[src/rtl/lxc_pkg.sv]
package lxc_pkg;

  typedef enum logic [1:0] {
    ST_IDLE  = 2'd0,
    ST_PEND  = 2'd1,
    ST_READ  = 2'd2,
    ST_WRITE = 2'd3
  } chanState_t;

  // strobes from control to datapath
  typedef struct packed {
    logic cfgOpen;    // register port may update
    logic selDst;     // drive destination on memAddr
    logic loadBuf;    // capture read data
    logic stepSrc;    // advance source address
    logic stepDst;    // advance destination address
    logic countDown;  // one pair finished
  } dpStrobe_t;

  localparam logic [1:0] SEL_SRC  = 2'd0;
  localparam logic [1:0] SEL_DST  = 2'd1;
  localparam logic [1:0] SEL_CNT  = 2'd2;
  localparam logic [1:0] SEL_CTRL = 2'd3;

  localparam logic [1:0] MODE_INC = 2'd1;
  localparam logic [1:0] MODE_DEC = 2'd2;

endpackage

[src/rtl/lxc_datapath.sv]
module lxc_datapath
  import lxc_pkg::*;
#(
  parameter int ADDR_W = 24,
  parameter int DATA_W = 32,
  parameter int CNT_W  = 16
) (
  input  logic              clk,
  input  logic              rstN,
  input  dpStrobe_t         strobe,
  input  logic              cfgWe,
  input  logic [1:0]        cfgSel,
  input  logic [DATA_W-1:0] cfgData,
  input  logic [DATA_W-1:0] memRdata,
  output logic [ADDR_W-1:0] memAddr,
  output logic [DATA_W-1:0] memWdata,
  output logic              enableQ,
  output logic              done
);

  localparam logic [CNT_W-1:0] CNT_ONE = CNT_W'(1);

  logic [ADDR_W-1:0] srcQ, dstQ;
  logic [CNT_W-1:0]  cntQ;
  logic [DATA_W-1:0] bufQ;
  logic [1:0]        srcMode, dstMode, sizeCode;
  logic [2:0]        stepVal;
  logic              cfgHit;
  logic              unusedCfg;

  assign unusedCfg = ^cfgData;
  assign cfgHit    = cfgWe && strobe.cfgOpen;

  always_comb begin
    case (sizeCode)
      2'd0:    stepVal = 3'd1;
      2'd1:    stepVal = 3'd2;
      default: stepVal = 3'd4;
    endcase
  end

  function automatic logic [ADDR_W-1:0] advance(input logic [ADDR_W-1:0] a,
                                                input logic [1:0] mode,
                                                input logic [2:0] step);
    case (mode)
      MODE_INC: advance = a + ADDR_W'(step);
      MODE_DEC: advance = a - ADDR_W'(step);
      default:  advance = a;
    endcase
  endfunction

  always_ff @(posedge clk or negedge rstN) begin
    if (!rstN) begin
      srcQ     <= '0;
      dstQ     <= '0;
      cntQ     <= '0;
      srcMode  <= '0;
      dstMode  <= '0;
      sizeCode <= '0;
      enableQ  <= 1'b0;
      done     <= 1'b0;
      bufQ     <= '0;
    end else begin
      if (strobe.loadBuf) bufQ <= memRdata;
      if (strobe.stepSrc) srcQ <= advance(srcQ, srcMode, stepVal);
      if (strobe.stepDst) dstQ <= advance(dstQ, dstMode, stepVal);
      if (strobe.countDown) begin
        cntQ <= cntQ - 1'b1;
        if (cntQ == CNT_ONE) begin
          enableQ <= 1'b0;
          done    <= 1'b1;
        end
      end
      if (cfgHit) begin
        case (cfgSel)
          SEL_SRC: srcQ <= cfgData[ADDR_W-1:0];
          SEL_DST: dstQ <= cfgData[ADDR_W-1:0];
          SEL_CNT: cntQ <= cfgData[CNT_W-1:0];
          default: begin
            enableQ  <= cfgData[0];
            srcMode  <= cfgData[2:1];
            dstMode  <= cfgData[4:3];
            sizeCode <= cfgData[6:5];
            if (cfgData[0]) done <= 1'b0;
          end
        endcase
      end
    end
  end

  assign memAddr  = strobe.selDst ? dstQ : srcQ;
  assign memWdata = bufQ;

  // each finished pair lowers the count by one
  a_r8_count_step: assert property (@(posedge clk) disable iff (!rstN)
    strobe.countDown |=> (cntQ == $past(cntQ) - 1'b1));

  // raising done always disarms the channel
  a_r8_done_disarms: assert property (@(posedge clk) disable iff (!rstN)
    $rose(done) |-> !enableQ);

  // registers hold while the port is locked
  a_r10_locked_src: assert property (@(posedge clk) disable iff (!rstN)
    (!strobe.cfgOpen && !strobe.stepSrc) |=> $stable(srcQ));

endmodule

[src/rtl/lxc_control.sv]
module lxc_control
  import lxc_pkg::*;
(
  input  logic      clk,
  input  logic      rstN,
  input  logic      xferReqN,
  input  logic      enableQ,
  input  logic      busGrant,
  input  logic      memReady,
  output logic      busReq,
  output logic      memRd,
  output logic      memWr,
  output dpStrobe_t strobe
);

  chanState_t stateQ, stateD;

  always_comb begin
    stateD = stateQ;
    case (stateQ)
      ST_IDLE:  if (enableQ && !xferReqN) stateD = ST_PEND;
      ST_PEND:  if (busGrant)             stateD = ST_READ;
      ST_READ:  if (memReady)             stateD = ST_WRITE;
      ST_WRITE: if (memReady)             stateD = ST_IDLE;
      default:                            stateD = ST_IDLE;
    endcase
  end

  always_ff @(posedge clk or negedge rstN) begin
    if (!rstN) stateQ <= ST_IDLE;
    else       stateQ <= stateD;
  end

  assign busReq = (stateQ != ST_IDLE);
  assign memRd  = (stateQ == ST_READ);
  assign memWr  = (stateQ == ST_WRITE);

  always_comb begin
    strobe           = '0;
    strobe.cfgOpen   = (stateQ == ST_IDLE);
    strobe.selDst    = (stateQ == ST_WRITE);
    strobe.loadBuf   = (stateQ == ST_READ) && memReady;
    strobe.stepSrc   = (stateQ == ST_READ) && memReady;
    strobe.stepDst   = (stateQ == ST_WRITE) && memReady;
    strobe.countDown = (stateQ == ST_WRITE) && memReady;
  end

  // a granted pending request starts a read
  a_r3_grant_to_read: assert property (@(posedge clk) disable iff (!rstN)
    (stateQ == ST_PEND && busGrant) |=> memRd);

  // a completed read is followed by a write
  a_r4_read_then_write: assert property (@(posedge clk) disable iff (!rstN)
    (memRd && memReady) |=> memWr);

  // bus released after the write
  a_r6_release_after_write: assert property (@(posedge clk) disable iff (!rstN)
    (memWr && memReady) |=> !busReq);

  // no acceptance while disabled
  a_r2_idle_disabled: assert property (@(posedge clk) disable iff (!rstN)
    (stateQ == ST_IDLE && !enableQ) |=> !busReq);

  // read and write never overlap
  a_r5_one_strobe: assert property (@(posedge clk) disable iff (!rstN)
    !(memRd && memWr));

endmodule

[src/rtl/lxc_channel.sv]
module lxc_channel
  import lxc_pkg::*;
#(
  parameter int ADDR_W = 24,
  parameter int DATA_W = 32,
  parameter int CNT_W  = 16
) (
  input  logic              clk,
  input  logic              rstN,
  input  logic              cfgWe,
  input  logic [1:0]        cfgSel,
  input  logic [DATA_W-1:0] cfgData,
  input  logic              xferReqN,
  output logic              busReq,
  input  logic              busGrant,
  output logic [ADDR_W-1:0] memAddr,
  output logic              memRd,
  output logic              memWr,
  output logic [DATA_W-1:0] memWdata,
  input  logic [DATA_W-1:0] memRdata,
  input  logic              memReady,
  output logic              done
);

  dpStrobe_t strobe;
  logic      enableQ;

  lxc_control u_ctrl (
    .clk      (clk),
    .rstN     (rstN),
    .xferReqN (xferReqN),
    .enableQ  (enableQ),
    .busGrant (busGrant),
    .memReady (memReady),
    .busReq   (busReq),
    .memRd    (memRd),
    .memWr    (memWr),
    .strobe   (strobe)
  );

  lxc_datapath #(
    .ADDR_W (ADDR_W),
    .DATA_W (DATA_W),
    .CNT_W  (CNT_W)
  ) u_dp (
    .clk      (clk),
    .rstN     (rstN),
    .strobe   (strobe),
    .cfgWe    (cfgWe),
    .cfgSel   (cfgSel),
    .cfgData  (cfgData),
    .memRdata (memRdata),
    .memAddr  (memAddr),
    .memWdata (memWdata),
    .enableQ  (enableQ),
    .done     (done)
  );

endmodule

[config.mk]
export PLATFORM = sky130hd
export DESIGN_NAME = lxc_channel
export DESIGN_NICKNAME = d
export VERILOG_FILES = /design/src/rtl/lxc_pkg.sv /design/src/rtl/lxc_datapath.sv /design/src/rtl/lxc_control.sv /design/src/rtl/lxc_channel.sv
export SDC_FILE = /design/constraint.sdc
export NUM_CORES = 1
export LEC_CHECK = 0
export BUFFER_PORTS_ARGS = -buffer_cell sky130_fd_sc_hd__buf_4
export CORE_UTILIZATION = 60
export CTS_BUF_LIST = sky130_fd_sc_hd__clkbuf_8
export DETAILED_ROUTE_END_ITERATION = 8
export HOLD_SLACK_MARGIN = 0.08
export PLACE_DENSITY = 0.92
export RECOVER_POWER = 100
export SYNTH_ARGS = -nofsm -noshare
export SYNTH_HDL_FRONTEND = slang
export SYNTH_SLANG_ARGS = --single-unit
[constraint.sdc]
create_clock -name clk -period 5.3 [get_ports clk]
set_clock_uncertainty 0.2 [all_clocks]
set_input_delay 0.795 -clock clk [delete_from_list [all_inputs] [get_ports clk]]
set_output_delay 0.795 -clock clk [all_outputs]
set_load 0.01 [all_outputs]
==> Word level (Yosys, flattened, before mapping) <==
Index checks and enable logic that the tools add are counted.
{ "word_totals": {"register_bits": 106, "input_bits": 72, "output_inout_bits": 60, "word_cells": 70} }
{ "classes": {"n_addsub": 5, "eq_ne": 15, "muxes": 27, "bitwise_logic": 1, "n_reduce_logical": 12} }
{ "op_table": {"columns": ["operator", "count"], "rows": [
  ["$mux 24", 7],
  ["$pmux 24 s2", 2],
  ["$add 24x3->24", 2],
  ["$mux 16", 3],
  ["$sub 24x3->24", 2],
  ["$eq 16x1->1 const B", 1],
  ["$sub 16x1->16 const B", 1],
  ["$eq 2x1->1 const B", 5],
  ["$eq 2x2->1 const B", 5],
  ["$mux 1", 9],
  ["$mux 2", 4],
  ["$pmux 2 s4", 1],
  ["$logic_not 2->1", 3],
  ["$pmux 3 s2", 1],
  ["$logic_and 1x1->1", 4],
  ["$ne 2x1->1 const B", 2],
  ["$ne 2x2->1 const B", 2],
  ["$reduce_and 4->1", 1],
  ["$reduce_or 3->1", 1],
  ["$reduce_and 2->1", 1],
  ["$reduce_bool 2->1", 1],
  ["$logic_not 1->1", 1],
  ["$not 1->1", 1]
]} }

==> Longest topological paths before layout <==
Gate-level depths: netlist of the first run.
{ "logic_depth": {"word_depth": 7, "depth_mapped": 12, "depth_no_buf": 12} }

==> By module <==
From an unflattened synthesis of the first run, not the netlist that was laid out.
{ "unflattened": {"cells_unflattened": 810, "hier_area_um2": 7289.5} }
{ "by_module_without_submodules": {"columns": ["mod", "instances", "cells_per_inst", "area_each_um2", "seq_area_each_um2"], "rows": [
  ["lxc_datapath", 1, 789, 7081.8, 2602.5],
  ["lxc_control", 1, 21, 207.7, 50.0]
]} }

==> Worst setup path before layout of the first run <==
Ideal clock, no wire load.
{ "synth_timing": {"kind": "register to register", "from": "reg u_dp.dstMode[0]", "to": "reg u_dp.dstQ[23]", "setup_ps": 82, "arrival_ps": 3365, "required_time_ps": 5018, "path_slack_ps": 1653, "path_stages_with_launch": 12, "path_buffers": 0, "period_less_slack_ps": 3647, "path_cell_list": "dfrtp_1 > inv_1 > ha_1 > ha_1 > a21o_1 > a2111oi_4 > a211oi_1 > or4b_1 > o21ai_1 > xor2_1 > or3_2 > a31oi_1"} }
{ "synth_between": {"elab_chain_len": 5, "word_cells_on_any_way": 6, "classes_between": "eq/ne (2); mux (4)"} }
{ "synth_rtl": {"columns": ["element", "line", "rtl"], "rows": [
  ["from (decl)", "lxc_datapath.sv:26", "logic [1:0] srcMode, dstMode, sizeCode;"],
  ["from (signal assigned)", "lxc_datapath.sv:82", "dstMode <= cfgData[4:3];"],
  ["$eq 2x2->1 / $eq 2x1->1 (equally long branches)", "lxc_datapath.sv:45", "case (mode)"],
  ["$pmux 24 s2 (*)", "lxc_datapath.sv:45", null],
  ["$mux 24 (*)", "lxc_datapath.sv:66", "if (strobe.stepDst) dstQ <= advance(dstQ, dstMode, stepVal);"],
  ["$mux 24", "lxc_datapath.sv:75", "case (cfgSel)"],
  ["$mux 24 (*)", "lxc_datapath.sv:74", "if (cfgHit) begin"],
  ["to (signal assigned)", "lxc_datapath.sv:66", null],
  ["to (signal assigned)", "lxc_datapath.sv:77", "SEL_DST: dstQ <= cfgData[ADDR_W-1:0];"],
  ["to (decl)", "lxc_datapath.sv:23", "logic [ADDR_W-1:0] srcQ, dstQ;"]
]} }
Every way passes the cells marked *; elsewhere a longest branch is shown, timed or not.
A chain may end at the register's enable or synchronous reset.

==> Final worst setup path of the first run <==
{ "layout_timing": {"from": "reg u_ctrl.stateQ[0]", "to": "reg u_dp.dstQ[23]"} }
{ "layout_between": {"elab_chain_len": 5, "word_cells_on_any_way": 7, "classes_between": "eq/ne (1); mux (3); reduce/logical (3)"} }
{ "layout_rtl": {"columns": ["element", "line", "rtl"], "rows": [
  ["from (decl)", "lxc_control.sv:16", "chanState_t stateQ, stateD;"],
  ["from (signal assigned)", "lxc_control.sv:31", "else stateQ <= stateD;"],
  ["$eq 2x2->1", "lxc_control.sv:44", "strobe.stepDst = (stateQ == ST_WRITE) && memReady;"],
  ["$logic_and 1x1->1", "lxc_control.sv:44", null],
  ["$mux 24", "lxc_datapath.sv:66", null],
  ["$mux 24", "lxc_datapath.sv:75", null],
  ["$mux 24 (*)", "lxc_datapath.sv:74", null]
]} }
Marks and branches as above.

==> results of run 1 <==
-- per-layer routing --
metal	wire, µm	vias to the layer above
met5	0	-
met4	785	0
met3	1210	71
met2	10100	285
met1	8050	3269
li1	-	3203
-- cell families after synthesis --
group,after synthesis
fa+ha+maj,59
buf+inv,56
xor+xnor,50
compound gates,240
flops,106
simple gates,265
mux,59
-- through the flow --
step                      cells  total power (µW)  setup WS (ns)  area [µm²]
after floorplan             835              3950           1.65        7400
after global placement     1078              4880           1.25        8440
after detailed placement   1078              5030           1.17        8440
after CTS                  1093              5540           1.07        8620
after global routing       1093              5820          0.474        8420
final                      1093              5400          0.812        8420
-- area by class of cell --
cell class	count	area, µm²
multi-input combinational	673	4530
fill	953	3590
sequential	106	2650
timing repair buffer	133	797
tap	147	184
clock buffer	9	124
inverter	19	71.3
clock inverter	6	53.8
-- critical path, stage by stage, from the launching register on --
cell and delay, ns:
dfrtp_1 0.41, ha_1 0.16, clkbuf_1 1.23, nand2_1 0.55
or2_0 0.93, or3_2 0.71, a31oi_1 0.20
-- state kept, by name, summed over array words and instances (netlist names) --
name           count
u_dp.srcMode       2
u_ctrl.stateQ      2
u_dp.sizeCode      2
u_dp.dstMode       2
u_dp.cntQ         16
u_dp.dstQ         24
u_dp.done          1
u_dp.memWdata     32
u_dp.enableQ       1
u_dp.srcQ         24
-- power breakdown --
group	leakage [µW]	total [µW]	internal, µW	switching, µW
clock network	0.0000845	478	174	304
registers	0.00128	1540	1210	339
logic	0.00255	3380	1480	1900
total	0.00392	5400	2860	2550
-- synthesized netlist by cell type (all sizes together) (2+ instances only) --
cell | instances | area share [%]
o22ai | 3 | 0.25
mux2i | 3 | 0.41
mux2 | 56 | 8.5
nand4b | 2 | 0.24
or2 | 3 | 0.25
xnor2 | 24 | 2.8
nor3 | 12 | 0.81
nor2b | 8 | 0.68
a311oi | 3 | 0.36
and4 | 3 | 0.36
inv | 18 | 0.91
nand3 | 11 | 0.74
or3 | 10 | 0.86
a211oi | 7 | 0.71
nor4 | 6 | 0.51
a21o | 25 | 2.5
dfrtp | 106 | 36
and2 | 2 | 0.17
o21bai | 6 | 0.61
a21oi | 94 | 6.4
a21boi | 2 | 0.20
nand4 | 12 | 1.0
o21ai | 56 | 3.8
and3 | 12 | 1.0
clkbuf | 31 | 1.6
o2111ai | 3 | 0.36
a31oi | 16 | 1.4
xor2 | 26 | 3.1
nor2 | 88 | 4.5
ha | 57 | 9.6
nand2b | 7 | 0.59
o211ai | 3 | 0.30
o21a | 8 | 0.81
nand2 | 84 | 4.3
buf | 6 | 0.37
a31o | 2 | 0.24
fa | 2 | 0.54
o31ai | 2 | 0.20
or4b | 2 | 0.27
-- final timing paths --
path,end,slack (ns),depth (start not counted)
worst max register to register,u_dp.dstQ[23]$_DFF_PN0_,0.81,6
max in group asynchronous,u_dp.srcQ[14]$_DFF_PN0_,1.26,2
worst min-delay path,u_dp.done$_DFF_PN0_,0.30,1
worst max-delay path,u_dp.dstQ[23]$_DFF_PN0_,0.81,6
min in group asynchronous,u_dp.memWdata[21]$_DFFE_PN0P_,1.13,1
worst min register to register,u_dp.done$_DFF_PN0_,0.30,1
==> impl_metrics.ini, run 1 <==
[status]
status = finished, violations left
violations = max-capacitance violations, max-slew violations

[yosys]
synthAdderAreaFrac_pct = 10.2
syn-num-nets = 966
synth_top_family_by_area = compound AO/OA/AOI/OAI gates
synthFlopType = dfrtp_1
synth_cells = 835
async_flop_share_pct = 100
synth_compound_area_share_pct = 19.6
synth-simple-area-share_pct = 16.6
synth.distinct_cells = 60
synth-seq-cells = 106
synthesis.area_um2 = 7400
syn_area_per_cell_um2 = 8.86
ys_warn_count = 0
synth_xor_xnor_area_share_pct = 5.92
synth_mux_area_share_pct = 8.93
synth_edf_count = 0
yosysSeqAreaShare_pct = 35.8

[global_routing]
antenna_found_initial = 0
grt_max_degree = 55
grt_pass1_vias = 6616
grtUsageTotal_pct = 32.2
met2_usage_pct = 56.4
grt.overflow.total = 0
use_met1_pct = 38.4
busiest_layer = met2
met3_usage_pct = 6.32
grt_pass1_wl_um = 32100

[critical_path]
start_kind = flip-flop
startpoint = u_ctrl.stateQ[0]$_DFFE_PN0P_
arrival_ns = 4.59
worst-endpoint-required_ns = 5.41
cp_max_fo = 30
crit_type = reg -> reg
endpoint_kind = flip-flop
timing.rr.start = u_ctrl.stateQ[0]$_DFFE_PN0P_

[cells_and_area]
fin_util_pct = 70.1
antenna_cells = 0
area_growth_pct = 13.7
drive_gt1_share_pct = 15.4
layout_common_cells = dfrtp_1, a21oi_1, nor2_1
layout_commonest_cell = dfrtp_1
nets = 1073

[min_path]
hp-class = reg -> reg
hold_start = u_dp.done$_DFF_PN0_

[power_and_ir_drop]
p_leak_uw = 0.00392
vdd.ir_drop.worst_mv = 0.425
power_density_nw_per_um2 = 642

[run]
cap_violations = 5

[drt]
routed_via_density = 6.25
drt_wl_total_um = 20100
remaining_drc_errors = 0
vias = 6828
drtIter0Drc = 585
ant_nets = 0
wire_per_inst_um = 18.4
first_pass_iters = 5

[clocking]
cts_tree = built
cts_buffers = 9
ctsHtreeMaxLevel = 3
clock_latency_ns = 0.39
clock_path_buffers = 2
root_buffer = clkbuf_8
cts_resized = 0
clk_pin_slew_ns = 0.11
cts_setup_buffers = 0
hold_buffers = 0
cts_sinks = 106

[sta]
finalSetupTns_ns = 0
worst_pin_slew_ns = 2.91
drv_slew = 184
holdWs_ns = 0.300
fmax_ghz = 0.223
min_period_ns = 4.49
setup-violations-final = 0
final-hold-violation-count = 0
fin_crit_sh_pct = 84.7
relSlewSlack_pct = -93.7
rsz0062_at_grt = no

[floorplanning]
die_area_um2 = 12800
die_h_um = 113
start_util_pct = 61.6
num_rows = 40
placeableCoreArea_um2 = 12000
die-width_um = 113
io_pins = 132

[placed_design]
place.gp.congestion = 0.922
dp_hpwl_um = 14900
io_buffers = 123
(Power assumes the default switching activity.)
==> inputs of run 2 (changes only) <==
--- a/config.mk
+++ b/config.mk
@@ -6,11 +6,11 @@
 export NUM_CORES = 1
 export LEC_CHECK = 0
 export BUFFER_PORTS_ARGS = -buffer_cell sky130_fd_sc_hd__buf_4
-export CORE_UTILIZATION = 60
+export CORE_UTILIZATION = 59
 export CTS_BUF_LIST = sky130_fd_sc_hd__clkbuf_8
 export DETAILED_ROUTE_END_ITERATION = 8
 export HOLD_SLACK_MARGIN = 0.08
-export PLACE_DENSITY = 0.92
+export PLACE_DENSITY = 0.91
 export RECOVER_POWER = 100
 export SYNTH_ARGS = -nofsm -noshare
 export SYNTH_HDL_FRONTEND = slang
==> constraint.sdc (replaced) <==
create_clock -name clk -period 4.3 [get_ports clk]
set_clock_uncertainty 0.2 [all_clocks]
set_input_delay 0.645 -clock clk [delete_from_list [all_inputs] [get_ports clk]]
set_output_delay 0.645 -clock clk [all_outputs]
set_load 0.01 [all_outputs]
==> run 2 against run 1 <==
Against the previous run: setup slack worse by 0.35 ns; first-iteration DRC count shrank 11%; highest routed layer unchanged; cell count rose by 1.8%; core utilization shrank 0.35 points; critical path depth is 2 higher; the flow still finishes with violations (max-capacitance violations, max-slew violations); maximum frequency grew 17%; sequential share of layout area is 0.10 points lower; register-to-register slack worse by 0.35 ns; global-route usage down 1.9 points; largest cell class unchanged.
==> impl_metrics.ini, run 2 (synthesized netlist as in run 1, its figures left out) <==
[status]
status = finished, violations left
violations = max-capacitance violations, max-slew violations

[clocking]
cts_resized = 0
root_buffer = clkbuf_8
clock_path_buffers = 2
cts_buffers = 9
cts_sinks = 106
clock_latency_ns = 0.39
clk_pin_slew_ns = 0.12
cts_setup_buffers = 0
hold_buffers = 0
ctsHtreeMaxLevel = 3
cts_tree = built

[floorplanning]
die_area_um2 = 13000
die-width_um = 114
io_pins = 132
num_rows = 40
start_util_pct = 61.1
placeableCoreArea_um2 = 12100
die_h_um = 114

[sta]
finalSetupTns_ns = 0
final-hold-violation-count = 0
worst_pin_slew_ns = 1.93
relSlewSlack_pct = -28.4
rsz0062_at_grt = no
fmax_ghz = 0.260
drv_slew = 174
setup-violations-final = 0
min_period_ns = 3.84
fin_crit_sh_pct = 89.4

[cells_and_area]
layout_common_cells = dfrtp_1, a21oi_1, nor2_1
largest_reg_flops = 32
antenna_cells = 0
nets = 1071
layout_commonest_cell = dfrtp_1
drive_gt1_share_pct = 15.8
area_growth_pct = 14.1

[critical_path]
arrival_ns = 3.95
start_kind = flip-flop
path_cells = inv_1 > ha_1 > nand2_1 > clkbuf_1 > or2_1 > and3_1 > a21oi_1 > o21ai_0
timing.rr.start = u_ctrl.stateQ[0]$_DFFE_PN0P_
crit_type = reg -> reg
worst-endpoint-required_ns = 4.41
slowest_delay_ns = 1.24
cp_max_fo = 34
critical-path-top-delay-family = simple AND/OR/NAND/NOR gates
cp_slowest_cell = clkbuf_1
endpoint_kind = flip-flop
startpoint = u_ctrl.stateQ[0]$_DFFE_PN0P_
cp_num_buf_inv = 2

[placed_design]
dp_hpwl_um = 14700
place.gp.congestion = 0.896
io_buffers = 123

[power_and_ir_drop]
power_uw = 6650
vdd.ir_drop.worst_mv = 0.481
p_leak_uw = 0.00393
power_density_nw_per_um2 = 787

[drt]
routed_via_density = 6.17
first_pass_iters = 5
vias = 6865
remaining_drc_errors = 0
wire_per_inst_um = 17.5
drt_wl_total_um = 19500
drtIter0Drc = 522
ant_nets = 0

[global_routing]
antenna_found_initial = 0
grt_max_degree = 80
grt.overflow.total = 0
grt_pass1_vias = 6444
grt_pass1_wl_um = 30700
grtUsageTotal_pct = 30.3

[min_path]
hp-class = in -> reg
hold_start = memRdata[17]

[run]
cap_violations = 4
-- run 2: changes by cell type in the layout (fill, tap and decap cells not counted), sizes merged --
cell,change
clkbuf,-2
inv,+2
clkinvlp,-1
-- run 2: worst paths after layout --
check | end | slack [ns] | cells after the start
max | u_dp.srcQ[16]$_DFF_PN0_ | 0.46 | 8
min | u_dp.memWdata[17]$_DFFE_PN0P_ | 0.28 | 2
max reg2reg | u_dp.srcQ[16]$_DFF_PN0_ | 0.46 | 8
min reg2reg | u_dp.memWdata[11]$_DFFE_PN0P_ | 0.31 | 1
max in group asynchronous | u_dp.srcQ[18]$_DFF_PN0_ | 1.09 | 2
min in group asynchronous | u_dp.memWdata[19]$_DFFE_PN0P_ | 0.58 | 1
-- run 2: final cells by class --
type | instances | area [µm²]
Multi-Input combinational cell | 673 | 4530
Fill cell | 978 | 3670
Sequential cell | 106 | 2650
Timing Repair Buffer | 131 | 790
Tap cell | 168 | 210
Clock buffer | 9 | 124
Inverter | 19 | 71.3
Clock inverter | 7 | 62.6
-- run 2: metal layers --
metal	part of all wire (%)	GRT usage [%]	up-vias
met4	3.5	12.6	0
met5	0	0	-
met2	50	52.6	287
li1	-	-	3210
met3	6.7	4.73	66
met1	40	37.6	3302
-- run 2: per-stage QoR --
| step | hold slack, ns | cells | util, % | instance area (µm²) | setup slack (ns) |
|---|---|---|---|---|---|
| 2_1_floorplan | 0.149 | 835 | - | 7400 | 0.653 |
| 3_3_place_gp | 0.286 | 1097 | 69.8 | 8450 | 0.683 |
| 3_5_place_dp | 0.294 | 1097 | 69.8 | 8450 | 0.607 |
| 4_1_cts | 0.234 | 1113 | 71.3 | 8640 | 0.568 |
| 5_1_grt | 0.274 | 1113 | 69.7 | 8440 | 0.150 |
| 6_report | 0.275 | 1113 | 69.7 | 8440 | 0.457 |
-- run 2: power by group --
group	internal, µW	switching, µW
combinational	1820	2320
sequential	1490	409
clock	222	384
total	3530	3120
